## src/rtl/poll_pkg.sv

```systemverilog
// Package: poll_pkg
// Shared widths and bit positions of the status polling read path.
// Assumes an eight-bit bus; the status bit positions are fixed by what a
// polling host decodes, so they are constants rather than free parameters.
package poll_pkg;
    localparam int unsigned BUS_W      = 8;
    localparam int unsigned POLL_BIT   = 7;   // inverted last-write bit
    localparam int unsigned TOGGLE_BIT = 6;   // flips per access while busy

    // Synchronized active-low bus strobes
    typedef struct packed {
        logic cs_n;
        logic oe_n;
        logic we_n;
    } strobe_t;
endpackage

```

## src/rtl/poll_access_det.sv

```systemverilog
// Module: poll_access_det
// Decodes a read cycle from the synchronized strobes and marks the first
// cycle of each new access (select-and-output-enable newly both low).
// Assumes strobes are synchronous to clk.
module poll_access_det
    import poll_pkg::*;
(
    input  logic    clk,
    input  logic    rst_n,
    input  strobe_t strobe,
    output logic    rd_cycle,
    output logic    new_access
);
    logic sel_now;
    logic sel_prev;

    // Purpose: chip selected with output enabled, regardless of write strobe
    always_comb sel_now = !strobe.cs_n && !strobe.oe_n;

    // Purpose: a read needs the write strobe idle
    always_comb rd_cycle = sel_now && strobe.we_n;

    // Purpose: new access on the cycle the selection first appears
    always_comb new_access = rd_cycle && !sel_prev;

    // Purpose: remember last cycle's selection for edge detection
    always_ff @(posedge clk) begin
        if (!rst_n) sel_prev <= 1'b0;
        else        sel_prev <= sel_now;
    end


    new_access_is_read_chk: assert property (@(posedge clk) disable iff (!rst_n)
        new_access |-> (!strobe.cs_n && !strobe.oe_n && strobe.we_n));

    no_double_access_chk: assert property (@(posedge clk) disable iff (!rst_n)
        new_access |=> !new_access);
endmodule

```

## src/rtl/poll_toggle.sv

```systemverilog
// Module: poll_toggle
// Holds the toggle-bit state. Cleared when busy first appears, flipped
// once per new access while busy. Presents the bit value for this cycle's
// read (already reflecting a flip caused by this cycle's access).
// Assumes busy is synchronous to clk.
module poll_toggle (
    input  logic clk,
    input  logic rst_n,
    input  logic busy,
    input  logic new_access,
    output logic tog_show
);
    logic busy_prev;
    logic tog_q;
    logic busy_start;
    logic tog_base;

    // Purpose: busy edge marks the start of a programming cycle
    always_comb busy_start = busy && !busy_prev;

    // Purpose: toggle value before this cycle's access, after any clear
    always_comb tog_base = busy_start ? 1'b0 : tog_q;

    // Purpose: bit shown this cycle; a new access while busy flips it
    always_comb tog_show = (new_access && busy) ? !tog_base : tog_base;

    // Purpose: track busy history for start detection
    always_ff @(posedge clk) begin
        if (!rst_n) busy_prev <= 1'b0;
        else        busy_prev <= busy;
    end

    // Purpose: store toggle state
    always_ff @(posedge clk) begin
        if (!rst_n) tog_q <= 1'b0;
        else        tog_q <= tog_show;
    end


    toggle_flip_chk: assert property (@(posedge clk) disable iff (!rst_n)
        (new_access && busy && busy_prev) |=> (tog_q != $past(tog_q)));

    toggle_hold_chk: assert property (@(posedge clk) disable iff (!rst_n)
        (!new_access && !(busy && !busy_prev)) |=> $stable(tog_q));

    toggle_first_chk: assert property (@(posedge clk) disable iff (!rst_n)
        (busy && !busy_prev && new_access) |=> tog_q);
endmodule

```

## src/rtl/poll_out_stage.sv

```systemverilog
// Module: poll_out_stage
// Builds the returned byte (true data or status pattern) and registers it
// with the output enable. Output byte is forced to zero when not driven.
// Assumes all inputs are synchronous to clk.
module poll_out_stage
    import poll_pkg::*;
#(
    parameter int unsigned WIDTH = BUS_W
) (
    input  logic             clk,
    input  logic             rst_n,
    input  logic             rd_cycle,
    input  logic             busy,
    input  logic             wr_msb,
    input  logic             tog_show,
    input  logic [WIDTH-1:0] cell_data,
    output logic [WIDTH-1:0] bus_out,
    output logic             bus_oe
);
    logic [WIDTH-1:0] status_word;
    logic [WIDTH-1:0] next_word;

    // Purpose: per-bit choice of status content during busy
    for (genvar b = 0; b < WIDTH; b++) begin : g_bit
        if (b == POLL_BIT) begin : g_poll
            always_comb status_word[b] = !wr_msb;
        end else if (b == TOGGLE_BIT) begin : g_tog
            always_comb status_word[b] = tog_show;
        end else begin : g_pass
            always_comb status_word[b] = cell_data[b];
        end
    end

    // Purpose: select true data, status, or zero for an undriven bus
    always_comb begin
        if (!rd_cycle)  next_word = '0;
        else if (busy)  next_word = status_word;
        else            next_word = cell_data;
    end

    // Purpose: register the bus byte and its enable
    always_ff @(posedge clk) begin
        if (!rst_n) begin
            bus_out <= '0;
            bus_oe  <= 1'b0;
        end else begin
            bus_out <= next_word;
            bus_oe  <= rd_cycle;
        end
    end


    quiet_bus_chk: assert property (@(posedge clk) disable iff (!rst_n)
        !bus_oe |-> (bus_out == '0));

    poll_bit_chk: assert property (@(posedge clk) disable iff (!rst_n)
        (rd_cycle && busy) |=> (bus_out[POLL_BIT] == !$past(wr_msb)));

    low_bits_chk: assert property (@(posedge clk) disable iff (!rst_n)
        (rd_cycle && busy) |=> (bus_out[5:0] == $past(cell_data[5:0])));

    true_data_chk: assert property (@(posedge clk) disable iff (!rst_n)
        (rd_cycle && !busy) |=> (bus_out == $past(cell_data)));
endmodule

```

## src/rtl/poll_read_path.sv

```systemverilog
// Module: poll_read_path (top)
// Read-side byte and tri-state control of a parallel nonvolatile memory,
// returning status (inverted last-write bit 7, toggling bit 6) while a
// programming cycle is busy. Assumes strobes are pre-synchronized.
module poll_read_path
    import poll_pkg::*;
(
    input  logic             clk,
    input  logic             rst_n,
    input  logic             cs_n,
    input  logic             oe_n,
    input  logic             we_n,
    input  logic             busy,
    input  logic             wr_msb,
    input  logic [BUS_W-1:0] cell_data,
    output logic [BUS_W-1:0] bus_out,
    output logic             bus_oe
);
    strobe_t strobe;
    logic    rd_cycle;
    logic    new_access;
    logic    tog_show;

    // Purpose: bundle the strobes for the decoder
    always_comb strobe = '{cs_n: cs_n, oe_n: oe_n, we_n: we_n};

    poll_access_det u_det (
        .clk        (clk),
        .rst_n      (rst_n),
        .strobe     (strobe),
        .rd_cycle   (rd_cycle),
        .new_access (new_access)
    );

    poll_toggle u_tog (
        .clk        (clk),
        .rst_n      (rst_n),
        .busy       (busy),
        .new_access (new_access),
        .tog_show   (tog_show)
    );

    poll_out_stage #(.WIDTH(BUS_W)) u_out (
        .clk       (clk),
        .rst_n     (rst_n),
        .rd_cycle  (rd_cycle),
        .busy      (busy),
        .wr_msb    (wr_msb),
        .tog_show  (tog_show),
        .cell_data (cell_data),
        .bus_out   (bus_out),
        .bus_oe    (bus_oe)
    );


    drive_window_chk: assert property (@(posedge clk) disable iff (!rst_n)
        1'b1 |=> (bus_oe == $past(!cs_n && !oe_n && we_n)));
endmodule

```

## config.mk

```make
export PLATFORM = sky130hd
export DESIGN_NAME = poll_read_path
export DESIGN_NICKNAME = d
export VERILOG_FILES = /design/src/rtl/poll_pkg.sv /design/src/rtl/poll_access_det.sv /design/src/rtl/poll_toggle.sv /design/src/rtl/poll_out_stage.sv /design/src/rtl/poll_read_path.sv
export SDC_FILE = /design/constraint.sdc
export NUM_CORES = 1
export LEC_CHECK = 0
export BUFFER_PORTS_ARGS = -buffer_cell sky130_fd_sc_hd__buf_4
export CAP_MARGIN = 20
export CORE_AREA = 5 5 42 44
export CTS_BUF_LIST = sky130_fd_sc_hd__clkbuf_8
export CTS_CLUSTER_SIZE = 12
export DETAILED_ROUTE_END_ITERATION = 12
export DIE_AREA = 0 0 47 49
export SLEW_MARGIN = 20
export SYNTH_ARGS = -nofsm -noshare
export SYNTH_HDL_FRONTEND = slang
export SYNTH_SLANG_ARGS = --single-unit
```

## constraint.sdc

```tcl
create_clock -name clk -period 0.9 [get_ports clk]
set_input_delay 0.18 -clock clk [delete_from_list [all_inputs] [get_ports clk]]
set_output_delay 0.18 -clock clk [all_outputs]
set_load 0.02 [all_outputs]
```

==> flow_summary.toml <==
[outcome]
status = "complete, no violations"

[synthesis]
synth-seq-cells = 12
syn-mean-instance-area_sq_um = 11.62
syn_area_sq_um = 406.6
syn_nets = 50
yosysSeqAreaShare_pct = 59.08
syn-instance-count = 35
synth_cell_types = 16
ys.warnings.count = 0

[route]
viasPerCell = 4.588
final_antenna_net_count = 0
wire_per_inst_um = 10.59
drt_iter0_drc = 7
totalWireLength_um = 847
drt_first_pass_iters = 2
vias = 367
drc = 0

[sta]
clock_skew_ns = 0.0003210
fin_tns_setup_ns = 0
drv_slew = 0
rsz0062_at_grt = "true"
slew_headroom_pct = 82.90
hold_violations = 0
fin_crit_ns = 0.8640
period_share_pct = 96.00
worst_pin_slew_ns = 0.2558
fmax_ghz = 1.157
setup_viol = 0

[layout]
instances_no_fill = 80
fin_area_sq_um = 669.4
diodes = 0
area_growth_pct = 64.62
final_cell_mix = "25 x buf_4, 12 x dfxtp_1, 6 x and3_1"
drive_gt1_share_pct = 51.56
nFillCells = 141
finalNetCount = 80
final_common_cell = "buf_4"

[setup_path]
crit_required_ns = 0.72
worst_ep_arrival_time_ns = 0.68
timing_worst_setup_path_type = "flop to output port"
cp.depth = 1
critPathMaxFanout = 1
max_stage_delay_ns = 0.30
critPathBufInv = 1
end_kind = "output port"
critPathLaunchType = "flop"
crit_path_cell_trace = "buf_4"
reg2reg_depth = 3
cp_top_family = "flip-flops"
critPathSlowestCell = "dfxtp_1"

[place]
placed_area_sq_um = 614.3
place_congestion = 0.6482
io_buffers = 23
hpwl_um = 694.7
dp_cells = 76

[clock_tree]
cts.repair.resized = 0
cts_sinks = 12
cts.hold.buffers_added = 0
clock_path_buffers = 2
htreeDepth = 1
root_buffer = "clkbuf_8"
insertion_delay_ns = 0.24
cts_made_buffers = 3
clk_pin_slew_worst_paths_ns = 0.05
cts_tree = "built"

[worst_hold_path]
min_path_cells = 2
hp-class = "primary input to flop"

[floorplanning]
core-area_sq_um = 1401
ioPinCount = 24
fp.dieH_um = 49
rows = 14
die_area_sq_um = 2303
start_util_pct = 29.02
die_x_um = 47

[power]
ir_drop_uv = 1433
leakage_nw = 0.3347
total_power_mw = 1.248
p_per_area_nw_per_um2 = 1864

[global_route]
grt_usage_pct = 8.363
grt_max_degree = 9
grt_pass1_vias = 334
antenna_found_initial = 0
grt_pass1_wl_um = 1345
grt_overflow = 0

[run]
maxCapViolCount = 0
-- routing by layer --
metal	global-route usage [%]	vias to the layer above	routed length, um
met5	0	-	0
met4	4.147	0	14
met3	5.535	2	100
met2	11.99	15	443
met1	9.193	170	288
li1	-	180	-
-- cells by family after synthesis --
kind of cell,Yosys count,share of synthesized area (%)
flip-flops,12,59.08
buffers and inverters,2,1.847
AO/OA/AOI/OAI,2,4.923
multiplexers,1,2.462
AND/OR/NAND/NOR,18,31.69
-- synth_stat cells --
| master | n | area share [%] |
|---|---|---|
| a31oi_2 | 1 | 3.1 |
| and2_1 | 1 | 1.5 |
| and3_1 | 6 | 9.2 |
| dfxtp_1 | 12 | 59 |
| inv_1 | 2 | 1.8 |
| mux2i_1 | 1 | 2.5 |
| nand2_1 | 1 | 0.92 |
| nand2_2 | 1 | 1.5 |
| nand2b_1 | 1 | 1.5 |
| nand3_1 | 2 | 2.5 |
| nand3b_1 | 2 | 3.7 |
| nand4_1 | 1 | 1.5 |
| nor2_1 | 1 | 0.92 |
| nor3b_4 | 1 | 4.6 |
| nor4b_2 | 1 | 3.7 |
| o211ai_1 | 1 | 1.8 |
-- worst register-to-register path: cells and delay by family, from the launching register on --
family / cells / cell delay [ns]
compound gates: 1 / 0.09
flops: 1 / 0.32
simple gates: 2 / 0.36
-- repair_timing --
action	4_1_cts	5_1_grt
setup endpoints to repair	1	1
setup buffers	0	0
pin swaps	1	0
-- registers in the layout, summed over array words and instances, names as in the netlist --
signal,count
u_det.sel_prev,1
u_tog.busy_prev,1
u_tog.tog_q,1
u_out.bus_out,8
u_out.bus_oe,1
-- area by class of cell --
| class | count | area (sq um) | share of cell area, % |
|---|---|---|---|
| flip-flops and latches | 12 | 240.2 | 35.89 |
| multi-input cells | 21 | 158.9 | 23.74 |
| inverters | 2 | 7.507 | 1.121 |
| repair buffers | 25 | 187.7 | 28.04 |
| clock buffers | 4 | 55.05 | 8.224 |
| well taps | 16 | 20.02 | 2.991 |
-- path summary, 6_finish.rpt --
kind | from | endpoint | slack (ns)
setup / recovery | u_out.bus_out[5] | bus_out[5] | 0.04
hold / removal | cs_n | u_det.sel_prev | 0.13
setup reg to reg | u_det.sel_prev | u_tog.tog_q | 0.06
hold reg to reg | u_tog.busy_prev | u_tog.tog_q | 0.53
-- report_power, final --
group	switching [mW]	leakage (nW)	internal, mW
logic	0.0437	0.208	0.0693
registers	0.00599	0.0976	0.545
clock network	0.198	0.0288	0.386
total	0.247	0.335	1.00
-- per-stage QoR --
step | utilization [%] | worst slack, ns | hold slack, ns
after detailed placement | 43.84 | -0.009784 | 0.3872
after global placement | 43.84 | 0.008304 | 0.3829
after global routing | 47.77 | -0.002055 | 0.1319
after CTS | 47.77 | 0.02684 | 0.1316
after floorplan | - | 0.06572 | 0.2699
final | 47.77 | 0.03602 | 0.1346
Power figures use the tool's default switching activity.
